[src/rtl/dual_cc_pkg.sv]
package dual_cc_pkg;
  localparam int unsigned FLAG_W = 4;
  localparam int unsigned CC_W   = 2 * FLAG_W;

  typedef enum logic [2:0] {
    CC_ADD   = 3'd0,
    CC_ADDC  = 3'd1,
    CC_SUB   = 3'd2,
    CC_SUBC  = 3'd3,
    CC_LOGIC = 3'd4,
    CC_MUL   = 3'd5
  } cc_op_e;

  typedef struct packed {
    logic n;
    logic z;
    logic v;
    logic c;
  } nzvc_t;

  function automatic logic op_valid(input logic [2:0] code);
    return code <= 3'd5;
  endfunction
endpackage

[src/rtl/cc_view_flags.sv]
module cc_view_flags
  import dual_cc_pkg::*;
#(
  parameter int unsigned W = 32
) (
  input  cc_op_e         op_i,
  input  logic [W-1:0]   a_i,
  input  logic [W-1:0]   b_i,
  input  logic [W-1:0]   r_i,
  input  logic           cin_i,
  output nzvc_t          flags_o
);
  localparam int unsigned MSB = W - 1;

  logic         chain;
  logic [W:0]   sum_ext;
  logic [W:0]   dif_ext;

  always_comb begin
    chain   = ((op_i == CC_ADDC) || (op_i == CC_SUBC)) ? cin_i : 1'b0;
    sum_ext = {1'b0, a_i} + {1'b0, b_i} + {{W{1'b0}}, chain};
    // borrow appears as the extension bit of the unsigned difference
    dif_ext = {1'b0, a_i} - {1'b0, b_i} - {{W{1'b0}}, chain};

    flags_o.n = r_i[MSB];
    flags_o.z = (r_i == '0);
    flags_o.v = 1'b0;
    flags_o.c = 1'b0;
    unique case (op_i)
      CC_ADD, CC_ADDC: begin
        flags_o.c = sum_ext[W];
        flags_o.v = (a_i[MSB] == b_i[MSB]) && (r_i[MSB] != a_i[MSB]);
      end
      CC_SUB, CC_SUBC: begin
        flags_o.c = dif_ext[W];
        flags_o.v = (a_i[MSB] != b_i[MSB]) && (r_i[MSB] != a_i[MSB]);
      end
      default: ;
    endcase
  end
endmodule

[src/rtl/cc_hold_reg.sv]
module cc_hold_reg #(
  parameter int unsigned W = 8
) (
  input  logic         clk_i,
  input  logic         rst_ni,
  input  logic         upd_i,
  input  logic [W-1:0] upd_val_i,
  input  logic         wr_i,
  input  logic [W-1:0] wr_val_i,
  output logic [W-1:0] q_o
);
  always_ff @(posedge clk_i or negedge rst_ni) begin
    if (!rst_ni)     q_o <= '0;
    else if (wr_i)   q_o <= wr_val_i;
    else if (upd_i)  q_o <= upd_val_i;
  end
endmodule

[src/rtl/dual_cc_gen.sv]
module dual_cc_gen
  import dual_cc_pkg::*;
#(
  parameter int unsigned DATA_W = 64,
  parameter int unsigned LO_W   = 32
) (
  input  logic              clk_i,
  input  logic              rst_ni,
  input  logic              upd_i,
  input  logic [2:0]        op_i,
  input  logic [DATA_W-1:0] opa_i,
  input  logic [DATA_W-1:0] opb_i,
  input  logic [DATA_W-1:0] res_i,
  input  logic              wr_i,
  input  logic [CC_W-1:0]   wr_data_i,
  output logic [CC_W-1:0]   ccr_o,
  output logic              cin_o
);
  localparam int unsigned N_VIEW = 2;

  logic [CC_W-1:0] ccr_q;
  logic [CC_W-1:0] ccr_nxt;
  logic            upd_en;
  cc_op_e          op_s;
  nzvc_t           flags_v [N_VIEW];

  assign op_s   = cc_op_e'(op_i);
  assign upd_en = upd_i && op_valid(op_i);

  // view 0 is the low word, view 1 the full word
  for (genvar g = 0; g < N_VIEW; g++) begin : g_view
    localparam int unsigned VW = (g == 0) ? LO_W : DATA_W;
    cc_view_flags #(.W(VW)) i_view (
      .op_i    (op_s),
      .a_i     (opa_i[VW-1:0]),
      .b_i     (opb_i[VW-1:0]),
      .r_i     (res_i[VW-1:0]),
      .cin_i   (ccr_q[0]),
      .flags_o (flags_v[g])
    );
  end

  assign ccr_nxt = {flags_v[1], flags_v[0]};

  cc_hold_reg #(.W(CC_W)) i_hold (
    .clk_i     (clk_i),
    .rst_ni    (rst_ni),
    .upd_i     (upd_en),
    .upd_val_i (ccr_nxt),
    .wr_i      (wr_i),
    .wr_val_i  (wr_data_i),
    .q_o       (ccr_q)
  );

  assign ccr_o = ccr_q;
  assign cin_o = ccr_q[0];

  a_r2_sign_flags: assert property (@(posedge clk_i) disable iff (!rst_ni)
    (upd_en && !wr_i) |=> (ccr_o[3] == $past(res_i[LO_W-1]))
                          && (ccr_o[7] == $past(res_i[DATA_W-1])));

  a_r7_logic_clears_vc: assert property (@(posedge clk_i) disable iff (!rst_ni)
    (upd_i && op_i == 3'd4 && !wr_i) |=> (ccr_o[1:0] == 2'b00 && ccr_o[5:4] == 2'b00));

  a_r8_mul_clears_vc: assert property (@(posedge clk_i) disable iff (!rst_ni)
    (upd_i && op_i == 3'd5 && !wr_i) |=> (ccr_o[1:0] == 2'b00 && ccr_o[5:4] == 2'b00));

  a_r9_hold_idle: assert property (@(posedge clk_i) disable iff (!rst_ni)
    (!upd_i && !wr_i) |=> $stable(ccr_o));

  a_r9_reserved_hold: assert property (@(posedge clk_i) disable iff (!rst_ni)
    (upd_i && op_i >= 3'd6 && !wr_i) |=> $stable(ccr_o));

  a_r10_write_wins: assert property (@(posedge clk_i) disable iff (!rst_ni)
    wr_i |=> (ccr_o == $past(wr_data_i)));
endmodule

[config.mk]
export PLATFORM = sky130hd
export DESIGN_NAME = dual_cc_gen
export DESIGN_NICKNAME = d
export VERILOG_FILES = /design/src/rtl/dual_cc_pkg.sv /design/src/rtl/cc_view_flags.sv /design/src/rtl/cc_hold_reg.sv /design/src/rtl/dual_cc_gen.sv
export SDC_FILE = /design/constraint.sdc
export NUM_CORES = 1
export LEC_CHECK = 0
export BUFFER_PORTS_ARGS = -buffer_cell sky130_fd_sc_hd__buf_2
export CORE_MARGIN = 1.5
export CORE_UTILIZATION = 45
export CTS_BUF_LIST = sky130_fd_sc_hd__clkbuf_4
export DETAILED_ROUTE_END_ITERATION = 10
export HOLD_SLACK_MARGIN = 0.05
export PLACE_DENSITY = 0.77
export SKIP_LAST_GASP = 1
export SLEW_MARGIN = 0
export SYNTH_ARGS = -nofsm -noshare
export SYNTH_HDL_FRONTEND = slang
export SYNTH_SLANG_ARGS = --single-unit
[constraint.sdc]
create_clock -name clk_i -period 5.05 [get_ports clk_i]
set_clock_uncertainty 0.15 [all_clocks]
set_input_delay 0.2525 -clock clk_i [delete_from_list [all_inputs] [get_ports clk_i]]
set_output_delay 0.2525 -clock clk_i [all_outputs]
set_load 0.02 [all_outputs]
==> results_dict.tcl, run 1 <==
set metrics [dict create \
    outcome "finished, final reports clean" \
    critical_path_required_ps 5020 \
    start_util_pct 46.8 \
    cp-end-kind "flop" \
    synth_top_cell_area_share_pct 48.3 \
    grt_use_total_pct 21.5 \
    grt_pass1_vias 4833 \
    cts_tree "built" \
    coreArea_um2 10500 \
    rsz0062_at_grt "false" \
    clock.fmax_ghz 0.364 \
    syn_area_per_cell_um2 7.56 \
    synth_seq_cells 8 \
    max-slew-margin-rel_pct 65.9 \
    area_growth_pct 25.6 \
    net-switching-power_uw 291 \
    peakVddDrop_mv 0.0754 \
    antenna_found_initial 1 \
    critical_path.max_fanout 4 \
    drv_cap 0 \
    ff2ff_setup_slack_ps 2300 \
    worst_pin_slew_ps 506 \
    nFillCells 978 \
    final_cells 1000 \
    fin_total_pwr_uw 614 \
    pwr-share-comb_pct 79.9 \
    clk_pin_slew_ps 50 \
    synth_top_cell_by_area "ha_1" \
    fp.dieH_um 107 \
    drt_iter0_markers 152 \
    yosys_warnings 0 \
    h-tree-depth 1 \
    vias_per_cell 4.97 \
    power_density_nw_per_um2 99.7 \
    clkPwrFrac_pct 8.0 \
    root_buffer "clkbuf_4" \
    drive_gt1_share_pct 27.5 \
    yosys-top-cells-area "ha_1 48%, inv_1 14%, a21oi_1 4.5%" \
    clkLatencyLatePin_ps 250 \
    synthAdderAreaFrac_pct 48.3 \
    synthDistinctLibCells 58 \
    num-nets-final 1261 \
    synth_top_family_by_area "adder cells" \
    muxShareOfSynthArea_pct 0.613 \
    max_flop_register "i_hold.q_o" \
    synth_cells 648 \
    ff2ff_path_depth 11 \
    synth-simple-area-share_pct 14.5 \
    portBuffers 215 \
    hold_end "i_hold.q_o[5]" \
    place.gp.congestion 0.878 \
    leakagePower_nw 3.73 \
    sw_frac_of_total_pct 47.4 \
    p_int_uw 323 \
    largest_reg_flops 8 \
    synth.most_common_cell "ha_1" \
    wl_per_cell_um 12.6 \
    reg_top3 "i_hold.q_o (8)" \
    ant_nets 0 \
    synth_compound_area_share_pct 16.3 \
    synthTopCellsByCount "189 x ha_1, 188 x inv_1, 44 x a21oi_1" \
    setup_viol 0 \
    grt_pass1_wl_um 20500 \
    pin_count 216 \
    synth_edf_count 0 \
    fin_tns_setup_ps 0 \
    grt_max_degree 18 \
    vias 4966 \
    synthXorXnorAreaFrac_pct 0.894 \
    syn_area_um2 4900 \
    r2r-start "i_hold.q_o[0]" \
    seq_power_share_pct 12.1 \
    grt_overflow 0 \
    timing.rr.end "i_hold.q_o[4]" \
    start_kind "flop" \
    ys.flop_type "dfrtp_1" \
    fp.dieW_um 107 \
    holdPathStages 3 \
    first_pass_iters 4 \
    async_reset_ff_share_pct 100 \
    utilization_pct 58.8 \
    dpl.cell_count 995 \
    fin_crit_sh_pct 54.4 \
    cts_buffers 3 \
    finalHoldViolations 0 \
    arrival_ps 2720 \
    cts_buffer_depth 2 \
    clkSinkCount 8 \
    drv_slew 0 \
    min_from "wr_data_i[5]" \
    crit_type "flop to flop" \
    syn_nets 1044 \
    ys_seq_area_share_pct 4.09 \
    dieArea_um2 11500 \
    wl_um 12600 \
    core.rowCount 37 \
    period_needed_ps 2750 \
    drc 0 \
    min_path_type "input port to flop" \
    hpwl_um 11800 \
]
[area by class of cell]
cell class              count  area (µm²)  area share (%)
multi-input cells         443        3950            64.2
repair buffers            216        1090            17.6
inverters                 193         724            11.8
flip-flops and latches      8         200            3.25
well taps                 136         170            2.77
clock buffers               3        22.5           0.366
diodes                      1        2.50          0.0407
[worst max-delay path, stage by stage, from the launching register on]
cell       delay [ps]
dfrtp_1           370
nand3b_1          110
ha_1              280
a21o_1            180
ha_1              260
a211oi_1          240
a21oi_1            90
a2111oi_0         310
o2111ai_1         210
nand3_1           140
mux2i_1           180
o211ai_1           90
[power groups by stage]
stage | sequential, mW | combinational (mW) | clock (mW)
after floorplan | 0.0828 | 0.297 | 0
after global placement | 0.0751 | 0.480 | 0
after detailed placement | 0.0754 | 0.491 | 0
after CTS | 0.0743 | 0.495 | 0.0500
after global routing | 0.0748 | 0.571 | 0.0549
final | 0.0744 | 0.490 | 0.0489
[per-stage QoR]
stage	instance area [µm²]	hold WS, ps	setup WS, ps
3_5_place_dp	6120	-32.1	2160
2_1_floorplan	4900	-193	2360
6_report	6150	56.5	2300
4_1_cts	6150	51.3	2270
5_1_grt	6150	59.8	1990
3_3_place_gp	6120	-38.6	2260
[cells in the final DEF, fill, tap and decap left out, types with 7 or more instances in the layout]
master / n
inv_1: 188
o211ai_1: 7
ha_1: 189
nor2_1: 14
o21ai_0: 18
buf_2: 215
a21oi_1: 44
nor4_1: 27
dfrtp_1: 8
nand4_1: 19
nand3_1: 7
nand2_1: 30
[cells by family after synthesis]
group                      after synthesis
buffers and inverters                  197
AOI/OAI and AO/OA                      118
xor gates and xnor gates                 5
DFF                                      8
adders and majority gates              189
muxes                                    3
and+or+nand+nor                        128
[worst max-delay path by stage]
| stage | to | from | slack, ps |
|---|---|---|---|
| floorplan | i_hold.q_o[4] | i_hold.q_o[0] | 2360 |
| global placement | i_hold.q_o[4] | op_i[2] | 2260 |
| detailed placement | i_hold.q_o[4] | op_i[2] | 2160 |
| CTS | i_hold.q_o[4] | i_hold.q_o[0] | 2270 |
| global route | i_hold.q_o[4] | i_hold.q_o[0] | 1990 |
| finish | i_hold.q_o[4] | i_hold.q_o[0] | 2300 |
[timing repair]
item | CTS | global route
buffers inserted | 0 | 0
hold buffers | 1 | 0
endpoints found under the setup margin | 0 | 0
gates resized for setup | 0 | 0
hold endpoints to repair | 8 | 0
[layer usage]
layer,GRT usage [%],share of wire [%],up-vias
met5,0,0,-
met4,5.92,2.6,0
met3,2.66,6.1,26
met2,40.0,49,159
met1,25.6,43,2150
li1,-,-,2631
Power figures use the tool's default switching activity.
==> run 2, diff against run 1 <==
PLACE_DENSITY = 0.8   (was 0.77)
clock period = 2.2 ns   (was 5.05 ns; I/O delays follow)
==> run 2 against run 1 <==
  * The run now ends with setup timing left
  * Critical path depth stayed put
  * Combinational power rose to 2.7 times the previous value
  * Clock-buffer cell count grew 1
  * Via count increased by 9.8%
  * Global-route usage is 2.1 points higher
  * Core utilization grew 6.9 points
  * Critical endpoint unchanged
  * Highest routed layer is now met5
==> results_dict.tcl, run 2 (same netlist as run 1, synthesis figures left out) <==
set metrics [dict create \
    setup_viol 2 \
    vias 5454 \
    grt_overflow 0 \
    power_density_nw_per_um2 239 \
    critical_path.max_fanout 2 \
    final_common_cell "buf_2" \
    grt_max_degree 17 \
    area_growth_pct 40.4 \
    cp-end-kind "flop" \
    worst_slack_ps -378 \
    first_pass_iters 4 \
    largest_reg_flops 8 \
    max_flop_register "i_hold.q_o" \
    cts_tree "built" \
    finalHoldViolations 0 \
    drc 0 \
    clock.fmax_ghz 0.388 \
    wl_per_cell_um 12.9 \
    leakagePower_nw 4.17 \
    nFillCells 892 \
    num-nets-final 1352 \
    reg_top3 "i_hold.q_o (8)" \
    mostFrequentLayoutCells "215 x buf_2, 189 x ha_1, 188 x inv_1, 84 x buf_4, 44 x a21oi_1" \
    violations "setup timing" \
    antenna_found_initial 3 \
    drv_cap 0 \
    crit_type "flop to flop" \
    worst_pin_slew_ps 514 \
    core.rowCount 37 \
    wl_um 14100 \
    min_path_type "input port to flop" \
    hpwl_um 12900 \
    arrival_ps 2570 \
    fp.dieW_um 107 \
    sw_frac_of_total_pct 44.7 \
    seq_power_share_pct 10.4 \
    p_int_uw 909 \
    cts_buffer_depth 2 \
    cts_buffers 3 \
    grt_pass1_vias 5264 \
    pin_count 216 \
    final_cells 1093 \
    drv_slew 0 \
    h-tree-depth 1 \
    portBuffers 215 \
    rsz0062_at_grt "true" \
    coreArea_um2 10500 \
    root_buffer "clkbuf_4" \
    start_kind "flop" \
    max-slew-margin-rel_pct 65.4 \
    finalInstanceArea_um2 6880 \
    clkLatencyLatePin_ps 270 \
    vias_per_cell 4.99 \
    dpl.cell_count 1076 \
    ant_nets 0 \
    net-switching-power_uw 734 \
    period_needed_ps 2580 \
    fin_total_pwr_mw 1.64 \
    drive_gt1_share_pct 34.0 \
    critical_path_required_ps 2190 \
    grt_use_total_pct 23.6 \
    dieArea_um2 11500 \
    grt_pass1_wl_um 22100 \
    drt_iter0_markers 167 \
    fp.dieH_um 107 \
    fin_crit_sh_pct 117 \
    outcome "complete, but fails checks" \
    peakVddDrop_mv 0.118 \
    clk_pin_slew_ps 70 \
    clkPwrFrac_pct 8.8 \
    pwr-share-comb_pct 80.8 \
    start_util_pct 46.8 \
    place.gp.congestion 0.905 \
    fin_tns_setup_ps -653 \
    clkSinkCount 8 \
    placed_area_um2 6730 \
]
-- run 2: cell types whose count changed in the layout (fill, tap and decap cells not counted) --
cell,previous run,this run
a2111oi_0,1,0
a2111oi_1,0,1
a211oi_1,6,5
a211oi_2,1,2
buf_4,0,84
clkbuf_4,3,4
dfrtp_1,8,7
dfrtp_2,0,1
diode_2,1,2
dlygate4sd3_1,1,8
xnor2_1,5,4
xnor2_2,0,1
-- run 2: layer usage --
metal,share of wire (%),GRT usage (%),vias to the layer above
met3,6.6,3.63,19
li1,-,-,2810
met5,0.092,0,-
met1,39,24.6,2445
met2,52,48.4,178
met4,1.4,5.08,2
-- run 2: cell type report --
class	count	area (µm²)	area share (%)
flip-flops and latches	8	201	2.93
inverters	193	724	10.5
clock buffers	4	30.0	0.437
multi-input cells	443	3960	57.6
well taps	136	170	2.47
repair buffers	307	1790	26.0
diodes	2	5.00	0.0728
-- run 2: final timing paths --
check                                    from       endpoint  slack [ps]  depth (start not counted)
worst max-delay path            i_hold.q_o[0]  i_hold.q_o[4]        -380                         11
worst min-delay path                    upd_i  i_hold.q_o[0]          60                          3
worst max register to register  i_hold.q_o[0]  i_hold.q_o[4]        -380                         11
worst min register to register  i_hold.q_o[5]  i_hold.q_o[5]         430                          2
max in group asynchronous              rst_ni  i_hold.q_o[0]        1630                          2
min in group asynchronous              rst_ni  i_hold.q_o[6]          80                          2
-- run 2: worst max-delay path, stage by stage (launching register included) --
cell and delay (ps):
dfrtp_2 400, nand3b_1 120, ha_1 240, a21o_1 180, ha_1 280, a211oi_2 170, a21oi_1 90, a2111oi_1 250
o2111ai_1 180, nand3_1 130, mux2i_1 180, o211ai_1 90
-- run 2: metrics by stage --
step	util, %	setup slack (ps)	hold slack, ps
floorplan	-	-411	-336
CTS	65.6	-416	62.5
global route	65.7	-542	82.4
detailed placement	64.4	-480	-181
finish	65.7	-378	60.9
global placement	64.4	-425	-190
-- run 2: repair_timing --
action / CTS / global route
endpoints found under the setup margin: 2 / 2
hold buffers: 8 / 0
pin swaps: 4 / 2
setup buffers: 2 / 1
resized for setup: 1 / 1
endpoints found under the hold margin: 15 / 0
-- run 2: power groups by stage --
| stage | clock network (mW) | registers (mW) | logic [mW] |
|---|---|---|---|
| 4_1_cts | 0.148 | 0.172 | 1.32 |
| 2_1_floorplan | 0 | 0.191 | 0.685 |
| 3_5_place_dp | 0 | 0.175 | 1.29 |
| 5_1_grt | 0.156 | 0.172 | 1.51 |
| 6_report | 0.145 | 0.171 | 1.33 |
| 3_3_place_gp | 0 | 0.174 | 1.25 |
==> run 3, diff against run 2 <==
CORE_UTILIZATION = 46   (was 45)
PLACE_DENSITY = 0.81   (was 0.8)
SLEW_MARGIN = 10   (was 0)
==> run 3 against run 2 <==
  * Non-clock buffer count down 5
  * Sequential share of layout area barely moved
  * Via count shrank 1.2%
  * Critical path type unchanged
  * Cell count fell by 0.55%
  * Combinational power barely moved
  * Total power decreased by 1.5%
  * Largest cell class unchanged
  * Critical endpoint unchanged
  * Register-to-register slack gained 60 ps
  * The run still ends with setup timing left
  * Critical path depth unchanged
  * Wire length decreased by 3.9%
==> results_dict.tcl, run 3 (same netlist as run 1, synthesis figures left out) <==
set metrics [dict create \
    outcome "complete, but fails checks" \
    violations "setup timing" \
    rsz0062_at_grt "true" \
    start_util_pct 47.5 \
    coreArea_um2 10300 \
    cp-end-kind "flop" \
    power_density_nw_per_um2 236 \
    pin_count 216 \
    grt_pass1_vias 5243 \
    p_int_uw 895 \
    grt_pass1_wl_um 21700 \
    setup_viol 2 \
    seq_power_share_pct 10.5 \
    cts_buffers 3 \
    cp_slowest_cell "dfrtp_2" \
    peakVddDrop_mv 0.196 \
    drv_slew 0 \
    drc 0 \
    finalHoldViolations 0 \
    dp_slack_ps -502 \
    clk_pin_slew_ps 60 \
    placed_area_um2 6700 \
    ant_nets 0 \
    leakagePower_nw 4.14 \
    drv_cap 0 \
    use_met3_pct 2.94 \
    clkLatencyLatePin_ps 260 \
    fin_tns_setup_ps -531 \
    wl_um 13500 \
    met2_usage_pct 46.0 \
    num-nets-final 1347 \
    area_growth_pct 39.9 \
    r2r-start "i_hold.q_o[0]" \
    core.rowCount 37 \
    grt_max_degree 17 \
    grt_use_total_pct 23.4 \
    vias_per_cell 4.96 \
    drt_iter0_markers 134 \
    pwr-share-comb_pct 80.8 \
    dpl.cell_count 1072 \
    grt_overflow 0 \
    net-switching-power_uw 723 \
    clkPwrFrac_pct 8.7 \
    cpPeakStageDelay_ps 400 \
    worst_pin_slew_ps 580 \
    crit_chain "nand3b_1, ha_1, a21o_1, ha_4, a211oi_2, a21oi_2, a2111oi_2, o2111ai_1, nand3_1, mux2i_1, o211ai_1" \
    critical_path_required_ps 2190 \
    period_needed_ps 2520 \
    worst_hold_slack_ps 54.4 \
    sw_frac_of_total_pct 44.7 \
    arrival_ps 2510 \
    fin_crit_sh_pct 114 \
    clkSinkCount 8 \
    nFillCells 919 \
    clock.fmax_ghz 0.397 \
    dieArea_um2 11300 \
    hpwl_um 12300 \
    min_path_type "input port to flop" \
    largest_reg_flops 8 \
    start_kind "flop" \
    place.gp.congestion 0.887 \
    portBuffers 215 \
    mostFrequentLayoutCells "215 x buf_2, 188 x inv_1, 188 x ha_1, 79 x buf_4, 43 x a21oi_1" \
    max-slew-margin-rel_pct 61.0 \
    first_pass_iters 4 \
    final_cells 1087 \
    min_from "res_i[31]" \
    max_flop_register "i_hold.q_o" \
    fp.dieH_um 106 \
    finalInstanceArea_um2 6850 \
    antenna_found_initial 1 \
    fp.dieW_um 106 \
    cts_tree "built" \
    root_buffer "clkbuf_4" \
    wl_per_cell_um 12.4 \
    final_common_cell "buf_2" \
    worstSetupStartpoint "i_hold.q_o[0]" \
    worst_slack_ps -318 \
    critical_path.max_fanout 2 \
    cts_buffer_depth 2 \
    h-tree-depth 1 \
    met1_usage_pct 26.6 \
    vias 5391 \
    busiest_layer "met2" \
    crit_type "flop to flop" \
    reg_top3 "i_hold.q_o (8)" \
    drive_gt1_share_pct 33.9 \
]
[run 3: stage by stage]
step	util, %	power [mW]
6_report	66.4	1.62
5_1_grt	66.4	1.82
4_1_cts	66.1	1.61
3_5_place_dp	64.9	1.45
3_3_place_gp	64.9	1.41
2_1_floorplan	-	0.876
[run 3: layout make-up]
type	instances	area (µm²)	area share, %
multi-input cells	443	3980	58.0
repair buffers	302	1750	25.5
inverters	193	724	10.6
flip-flops and latches	8	201	2.94
well taps	136	170	2.48
clock buffers	4	30.0	0.438
diodes	1	2.50	0.0365
[run 3: timing repair]
action / in CTS / in global routing
hold endpoints to repair: 15 / 0
endpoints found under the setup margin: 2 / 2
setup buffers: 1 / 1
resized for setup: 1 / 3
pin swaps: 3 / 3
hold buffers: 8 / 0
[run 3: per-layer routing]
metal	vias up	wire length (µm)	part of all wire (%)
met5	-	0	0
met4	0	248	1.8
li1	2789	-	-
met3	22	825	6.1
met2	180	6840	51
met1	2400	5600	41
[run 3: power by group through the flow]
stage	Clock (mW)	Sequential, mW	Combinational [mW]
3_3_place_gp	0	0.172	1.24
5_1_grt	0.160	0.171	1.49
6_report	0.140	0.171	1.31
2_1_floorplan	0	0.191	0.685
4_1_cts	0.143	0.170	1.30
3_5_place_dp	0	0.172	1.28
[run 3: critical path: cells and delay by family, from the launching register on]
family | cells | cell delay (ps)
mux | 1 | 180
flops | 1 | 400
compound gates | 6 | 950
fa+ha+maj | 2 | 460
simple gates | 2 | 240
[run 3: worst paths after layout]
| kind | end | slack (ps) | cells after the start |
|---|---|---|---|
| max in group asynchronous | i_hold.q_o[0] | 1650 | 2 |
| setup / recovery | i_hold.q_o[4] | -320 | 11 |
| hold reg to reg | i_hold.q_o[3] | 430 | 2 |
| min in group asynchronous | i_hold.q_o[3] | 70 | 2 |
| hold / removal | i_hold.q_o[3] | 50 | 3 |
| setup reg to reg | i_hold.q_o[4] | -320 | 11 |
